File: config.mk
export PLATFORM = sky130hd
export DESIGN_NAME = eint_bank
export DESIGN_NICKNAME = d
export VERILOG_FILES = /design/src/rtl/eint_pkg.sv /design/src/rtl/eint_sync.sv /design/src/rtl/eint_edge.sv /design/src/rtl/eint_regs.sv /design/src/rtl/eint_bank.sv
export SDC_FILE = /design/constraint.sdc
export NUM_CORES = 1
export LEC_CHECK = 0
export BUFFER_PORTS_ARGS = -buffer_cell sky130_fd_sc_hd__buf_2
export CAP_MARGIN = 20
export CORE_MARGIN = 4
export CORE_UTILIZATION = 65
export DETAILED_ROUTE_END_ITERATION = 8
export GPL_TIMING_DRIVEN = 1
export PLACE_DENSITY = 0.83
export SETUP_SLACK_MARGIN = 0.1
export SYNTH_ARGS = -nofsm -noshare
export SYNTH_HDL_FRONTEND = slang
export SYNTH_HIERARCHICAL = 1
export SYNTH_SLANG_ARGS = --single-unit
File: constraint.sdc
create_clock -name clk -period 6.5 [get_ports clk]
set_clock_uncertainty 0.2 [all_clocks]
set_input_delay 1.3 -clock clk [delete_from_list [all_inputs] [get_ports clk]]
set_output_delay 1.3 -clock clk [all_outputs]
set_load 0.03 [all_outputs]
File: src/rtl/eint_pkg.sv
package eint_pkg;
    localparam logic [7:0] OFS_IRQ_MASK  = 8'h00;
    localparam logic [7:0] OFS_EVT_MASK  = 8'h04;
    localparam logic [7:0] OFS_RISE_SEL  = 8'h08;
    localparam logic [7:0] OFS_FALL_SEL  = 8'h0C;
    localparam logic [7:0] OFS_SW_TRIG   = 8'h10;
    localparam logic [7:0] OFS_RISE_PEND = 8'h14;
    localparam logic [7:0] OFS_FALL_PEND = 8'h18;
endpackage

File: src/rtl/eint_sync.sv
module eint_sync #(
    parameter int W = 32
) (
    input  logic         clk,
    input  logic         rst_n,
    input  logic [W-1:0] async_i,
    output logic [W-1:0] sync_o
);
    for (genvar i = 0; i < W; i++) begin : g_line
        logic [1:0] stg_d, stg_q;
        always_comb stg_d = {stg_q[0], async_i[i]};
        always_ff @(posedge clk or negedge rst_n) begin
            if (!rst_n) stg_q <= '0;
            else        stg_q <= stg_d;
        end
        assign sync_o[i] = stg_q[1];
    end
endmodule

File: src/rtl/eint_edge.sv
module eint_edge #(
    parameter int W = 32
) (
    input  logic         clk,
    input  logic         rst_n,
    input  logic [W-1:0] sync_i,
    input  logic [W-1:0] rise_sel,
    input  logic [W-1:0] fall_sel,
    output logic [W-1:0] rise_hit,
    output logic [W-1:0] fall_hit
);
    logic [W-1:0] prev_d, prev_q;

    always_comb begin
        prev_d   = sync_i;
        rise_hit = sync_i & ~prev_q & rise_sel;
        fall_hit = ~sync_i & prev_q & fall_sel;
    end

    always_ff @(posedge clk or negedge rst_n) begin
        if (!rst_n) prev_q <= '0;
        else        prev_q <= prev_d;
    end
endmodule

File: src/rtl/eint_regs.sv
module eint_regs
    import eint_pkg::*;
#(
    parameter int W  = 32,
    parameter int AW = 5
) (
    input  logic          clk,
    input  logic          rst_n,
    input  logic          bus_en,
    input  logic          bus_we,
    input  logic [AW-1:0] bus_addr,
    input  logic [W-1:0]  bus_wdata,
    output logic [W-1:0]  bus_rdata,
    input  logic [W-1:0]  rise_hit,
    input  logic [W-1:0]  fall_hit,
    output logic [W-1:0]  irq_mask,
    output logic [W-1:0]  rise_sel,
    output logic [W-1:0]  fall_sel,
    output logic [W-1:0]  rise_pend,
    output logic [W-1:0]  fall_pend
);
    typedef struct packed {
        logic [W-1:0] imask;
        logic [W-1:0] emask;
        logic [W-1:0] rsel;
        logic [W-1:0] fsel;
        logic [W-1:0] rpend;
        logic [W-1:0] fpend;
    } state_t;

    state_t       st_d, st_q;
    logic [7:0]   addr8;
    logic         wr;
    logic [W-1:0] clr_r, clr_f, sw_set;

    always_comb begin
        addr8  = 8'(bus_addr);
        wr     = bus_en & bus_we;
        clr_r  = (wr && addr8 == OFS_RISE_PEND) ? bus_wdata : '0;
        clr_f  = (wr && addr8 == OFS_FALL_PEND) ? bus_wdata : '0;
        sw_set = (wr && addr8 == OFS_SW_TRIG)   ? bus_wdata : '0;

        st_d = st_q;
        if (wr) begin
            case (addr8)
                OFS_IRQ_MASK: st_d.imask = bus_wdata;
                OFS_EVT_MASK: st_d.emask = bus_wdata;
                OFS_RISE_SEL: st_d.rsel  = bus_wdata;
                OFS_FALL_SEL: st_d.fsel  = bus_wdata;
                default:      ;
            endcase
        end
        // new captures are ORed in after the clear so an edge beats a clear
        st_d.rpend = (st_q.rpend & ~clr_r) | rise_hit | sw_set;
        st_d.fpend = (st_q.fpend & ~clr_f) | fall_hit;
    end

    always_ff @(posedge clk or negedge rst_n) begin
        if (!rst_n) st_q <= '0;
        else        st_q <= st_d;
    end

    always_comb begin
        case (addr8)
            OFS_IRQ_MASK:  bus_rdata = st_q.imask;
            OFS_EVT_MASK:  bus_rdata = st_q.emask;
            OFS_RISE_SEL:  bus_rdata = st_q.rsel;
            OFS_FALL_SEL:  bus_rdata = st_q.fsel;
            OFS_RISE_PEND: bus_rdata = st_q.rpend;
            OFS_FALL_PEND: bus_rdata = st_q.fpend;
            default:       bus_rdata = '0;
        endcase
    end

    assign irq_mask  = st_q.imask;
    assign rise_sel  = st_q.rsel;
    assign fall_sel  = st_q.fsel;
    assign rise_pend = st_q.rpend;
    assign fall_pend = st_q.fpend;
endmodule

File: src/rtl/eint_bank.sv
module eint_bank #(
    parameter int LINES = 32,
    parameter int AW    = 5
) (
    input  logic             clk,
    input  logic             rst_n,
    input  logic [LINES-1:0] line_i,
    input  logic             bus_en,
    input  logic             bus_we,
    input  logic [AW-1:0]    bus_addr,
    input  logic [LINES-1:0] bus_wdata,
    output logic [LINES-1:0] bus_rdata,
    output logic             irq_o
);
    logic [LINES-1:0] line_sync;
    logic [LINES-1:0] rise_sel, fall_sel;
    logic [LINES-1:0] rise_hit, fall_hit;
    logic [LINES-1:0] rise_pend, fall_pend;
    logic [LINES-1:0] irq_mask;

    eint_sync #(.W(LINES)) u_sync (
        .clk     (clk),
        .rst_n   (rst_n),
        .async_i (line_i),
        .sync_o  (line_sync)
    );

    eint_edge #(.W(LINES)) u_edge (
        .clk      (clk),
        .rst_n    (rst_n),
        .sync_i   (line_sync),
        .rise_sel (rise_sel),
        .fall_sel (fall_sel),
        .rise_hit (rise_hit),
        .fall_hit (fall_hit)
    );

    eint_regs #(.W(LINES), .AW(AW)) u_regs (
        .clk       (clk),
        .rst_n     (rst_n),
        .bus_en    (bus_en),
        .bus_we    (bus_we),
        .bus_addr  (bus_addr),
        .bus_wdata (bus_wdata),
        .bus_rdata (bus_rdata),
        .rise_hit  (rise_hit),
        .fall_hit  (fall_hit),
        .irq_mask  (irq_mask),
        .rise_sel  (rise_sel),
        .fall_sel  (fall_sel),
        .rise_pend (rise_pend),
        .fall_pend (fall_pend)
    );

    assign irq_o = |((rise_pend | fall_pend) & irq_mask);
endmodule

* Yosys cells after proc, flatten, opt, wreduce, memory -nomap -nowiden
Cells that the tools add are included.
** Operators by class
- Multiply operators :: 0
- Divide/modulo/power cells :: 0
- Order comparisons :: 0
- Reductions and logical operators :: 10
- Bitwise operators :: 16
- Multiplexer cells :: 4
- Eq/ne operators :: 6
- Shift operators :: 0
- Add/sub/neg operators :: 0
** Operators with widths (number)
- 32-bit bitwise AND :: 7
- 32-bit case mux with 6 select lines :: 1
- 32-bit NOT :: 4
- 32-bit bitwise OR :: 4
- 32-bit 2-to-1 mux :: 3
- 32-bit OR reduction :: 1
- 5-bit == test (second input constant) :: 3
- 5-bit by 4-bit == test with 1-bit output (second input constant) :: 2
- 8-bit logical NOT :: 1
- 2-bit AND reduction :: 4
- 5-bit by 3-bit == test with 1-bit output (second input constant) :: 1
- 5-bit logical NOT :: 1
- 1-bit logical AND :: 3
- 1-bit bitwise AND :: 1
** Word-level totals
- RAM bits :: 0
- Memory bits (read-only) :: 0
- Memories :: 0
- Output and inout port bits :: 33
- Bits in latches :: 0
- Register bits :: 288
- Word-level logic and storage cells :: 75
- Input port bits :: 73

* Longest topological paths before layout
- Depth after elaboration :: 7
- Gate-level depth with buffers :: 7
- Gate-level depth less buffers :: 4

* By module
Netlist, hierarchy kept.
** By module, submodules not included
- eint_regs :: instances 1, cells each 867, seq. area each 4804.6 um2, area each 10258.6 um2
- eint_sync :: instances 1, cells each 96, seq. area each 1601.5 um2, area each 1841.8 um2
- eint_edge :: instances 1, cells each 96, seq. area each 800.8 um2, area each 1361.3 um2
- eint_bank :: instances 1, cells each 43, seq. area each 0.0 um2, area each 230.2 um2

* Worst setup path before layout
OpenSTA, ideal clock, no wires.
- Path kind :: input-to-output
- From :: in bus_addr[4]
- To :: out bus_rdata[27]
- Data arrival time :: 2.792 ns
- Slack :: 2.208 ns
- Stages on the path :: 5
- Data required time :: 5.000 ns
- Buffers on the path :: 3
- Path through :: buf_2 buf_2 buf_1 nor2_1 a211oi_1
** Between the ends
- Longest elaborated chain between the ends :: 2
- Elaborated cells between the ends (all ways) :: 7
- Classes of those cells :: eq/ne (5); mux (1); reduce/logical (1)
** Ends and longest elaborated chain
- from (decl) :: RTL line eint_bank.sv:10 : input logic [AW-1:0] bus_addr,
- 5-bit == test, or another cell as far along :: RTL line eint_regs.sv:64 : case (addr8)
- 32-bit case mux with 6 select lines * :: RTL line eint_regs.sv:64
- to (decl) :: RTL line eint_bank.sv:12 : output logic [LINES-1:0] bus_rdata,
Every way passes the cells marked *; elsewhere a longest branch is shown, timed or not.

* Worst setup path in the final report
- From :: in bus_addr[3]
- To :: out bus_rdata[1]
The elaborated chain is that of the path after synthesis.

==> flow_summary.ini <==
[worst_setup_path]
start_kind = input port
r2r_end = u_regs/fall_pend[0]
regToRegStartpoint = u_sync/g_line[0].stg_q[1]
crit_arrival_ps = 3560
critPathCaptureType = output port
reg2reg_depth = 3
critPathKind = input port to output port
critical_path.max_fanout = 21
r2r_slack_ps = 5270
required_ps = 5000

[clocking]
post_cts_buffers = 0
cts.sinks = 288
tritoncts = built
cts_inserted_buffers = 29
clkLatencyLatePin_ps = 540
ctsHtreeMaxLevel = 1
cts_repair_resize_count = 0
cts-root-buf = clkbuf_16
path_clk_slew_ps = 60
ctsHoldBuffers = 0
clk_path_buf_depth = 3

[detailed_routing]
postRouteAntennaNets = 0
drt-initial-drc-count = 641
met1Wirelength_um = 12510
wl_met3_um = 2771
first_pass_iters = 5
drc = 0
totalWireLength_um = 30640
routedWlPerCell_um = 23.64
wl_met2_um = 14410
viasPerCell = 6.427
vias = 8329
maxUsedRoutingLayer = met5

[pwr]
report.power.total_mw = 4.306
leakage_nw = 6.550
p_per_area_mw_per_mm2 = 310.7
vdd_drop_max_mv = 0.2620

[yosys]
synthFlopType = dfrtp_1
synth.net_count = 1175
synth-seq-cells = 288
synthArstFlopShare_pct = 100.0
ys_types = 37
synth-edff-count = 0
synth_most_common_cell = dfrtp_1
synth_top_area_share_pct = 52.64
synthTopCellsByCount = dfrtp_1, buf_4, mux2_1, and3b_1, nor2_1
yosysTopAreaCell = dfrtp_1
netlist_top_cells_area = dfrtp_1, buf_4, mux2_1, a221o_1, and3b_1
synth_area_mm2 = 0.01369
syn_area_per_cell_um2 = 12.42
yosysSeqAreaShare_pct = 52.64
syn_inst = 1102
yosysWarnings = 6

[placed_design]
numPortBuffers = 105
dp.cells = 1242
dpl.hpwl_um = 18700
gp_congestion = 0.8837
dpl-instance-area_mm2 = 0.01293

[min_path]
hold-path-cell-count = 0
hold_end = u_sync/g_line[13].stg_q[1]
hp-class = flop to flop
min-delay-start = u_sync/g_line[13].stg_q[0]

[global_route]
grt_pass1_wl_um = 48320
grt_max_degree = 150
grt_use_total_pct = 25.86
antenna_found_initial = 3
grt_overflow = 0
grt_pass1_vias = 8437

[sta]
slew_headroom_pct = 26.67
tns_ps = 0
fin_crit_sh_pct = 77.86
setup_viol = 0
drv_slew = 0
period_minus_slack_ps = 5061
fmax_mhz = 197.6
grt_setup_unrepaired = no
worst_pin_slew_ps = 1100
hold_viol = 0

[cells_and_area]
fin_util_pct = 67.63
instances_no_fill = 1296
drive_above_1_share_pct = 17.95
nets = 1077
fin_area_mm2 = 0.01386
area_growth_pct = 1.224

[floorplan]
ios = 106
core_area_mm2 = 0.02049
die-area_mm2 = 0.02345
die_width_um = 153.1
die_y_um = 153.1
row_count = 52
initial_core_util_pct = 66.81

[outcome]
status = finished clean

[run]
cap_violations = 0
registers in the layout, summed over array words and instances (netlist names):
signal and flops:
u_regs/irq_mask 32, u_regs/rise_sel 32, u_regs/fall_sel 32, u_sync/g_line.stg_q 64, u_edge/prev_q 32, u_regs/rise_pend 32
u_regs/fall_pend 32, u_regs/st_q 32
stage by stage:
| step | hold WS [ps] | setup WS [ps] |
|---|---|---|
| 2_1_floorplan | 131.2 | 2208 |
| 3_3_place_gp | 131.1 | 1511 |
| 3_5_place_dp | 135.5 | 1469 |
| 4_1_cts | 148.2 | 1445 |
| 5_1_grt | 151.8 | 1358 |
| 6_report | 147.3 | 1439 |
worst max-delay path: stages:
cell,delay [ps]
buf_2,550
nor2b_1,250
and2_1,620
buf_4,380
a221o_1,220
buf_2,200
kinds of logic (layout without fill, tap and decap cells):
group,Yosys count,count (layout),synth area share [%]
muxes,180,180,15.25
AOI/OAI and AO/OA,158,158,9.029
buffers and inverters,284,207,14.08
and+or+nand+nor,192,192,9.001
DFF,288,288,52.64
other,0,1,0
placed cells by master (no fill, tap or decap), types with 32 or more instances in the layout:
cell	instances
a221o_1	56
nor2_1	59
buf_2	104
and3b_1	64
nand4_1	40
inv_1	32
mux2i_1	41
a31oi_1	32
dfrtp_1	288
mux2_1	129
routing by layer:
| layer | GRT usage, % | vias to the layer above |
|---|---|---|
| met4 | 7.637 | 6 |
| met3 | 6.531 | 83 |
| met1 | 36.42 | 4257 |
| met5 | 0 | - |
| li1 | - | 3596 |
| met2 | 40.35 | 387 |
worst max path at each step:
stage | startpoint | endpoint | slack (ps) | cells past startpoint
after CTS | bus_addr[3] | bus_rdata[0] | 1440 | 5
final | bus_addr[3] | bus_rdata[1] | 1440 | 6
after global placement | bus_addr[3] | bus_rdata[0] | 1510 | 5
after detailed placement | bus_addr[3] | bus_rdata[0] | 1470 | 5
after floorplan | bus_addr[4] | bus_rdata[27] | 2210 | 5
after global routing | bus_addr[3] | bus_rdata[6] | 1360 | 6
layout make-up:
class	count	area [um^2]
Antenna cell	1	2.502
Clock buffer	47	873.3
Clock inverter	5	28.78
Fill cell	1454	6635
Inverter	32	120.1
Multi-Input combinational cell	530	4574
Sequential cell	288	7207
Tap cell	270	337.8
Timing Repair Buffer	123	715.7
where the power goes:
part           internal (mW)  total (mW)  leakage (nW)  switching [mW]
clock network          0.911        1.57         0.447           0.658
logic                  0.251       0.527          2.64           0.276
registers               2.03        2.21          3.46           0.178
Note: power is estimated with default switching activity, not from simulation.
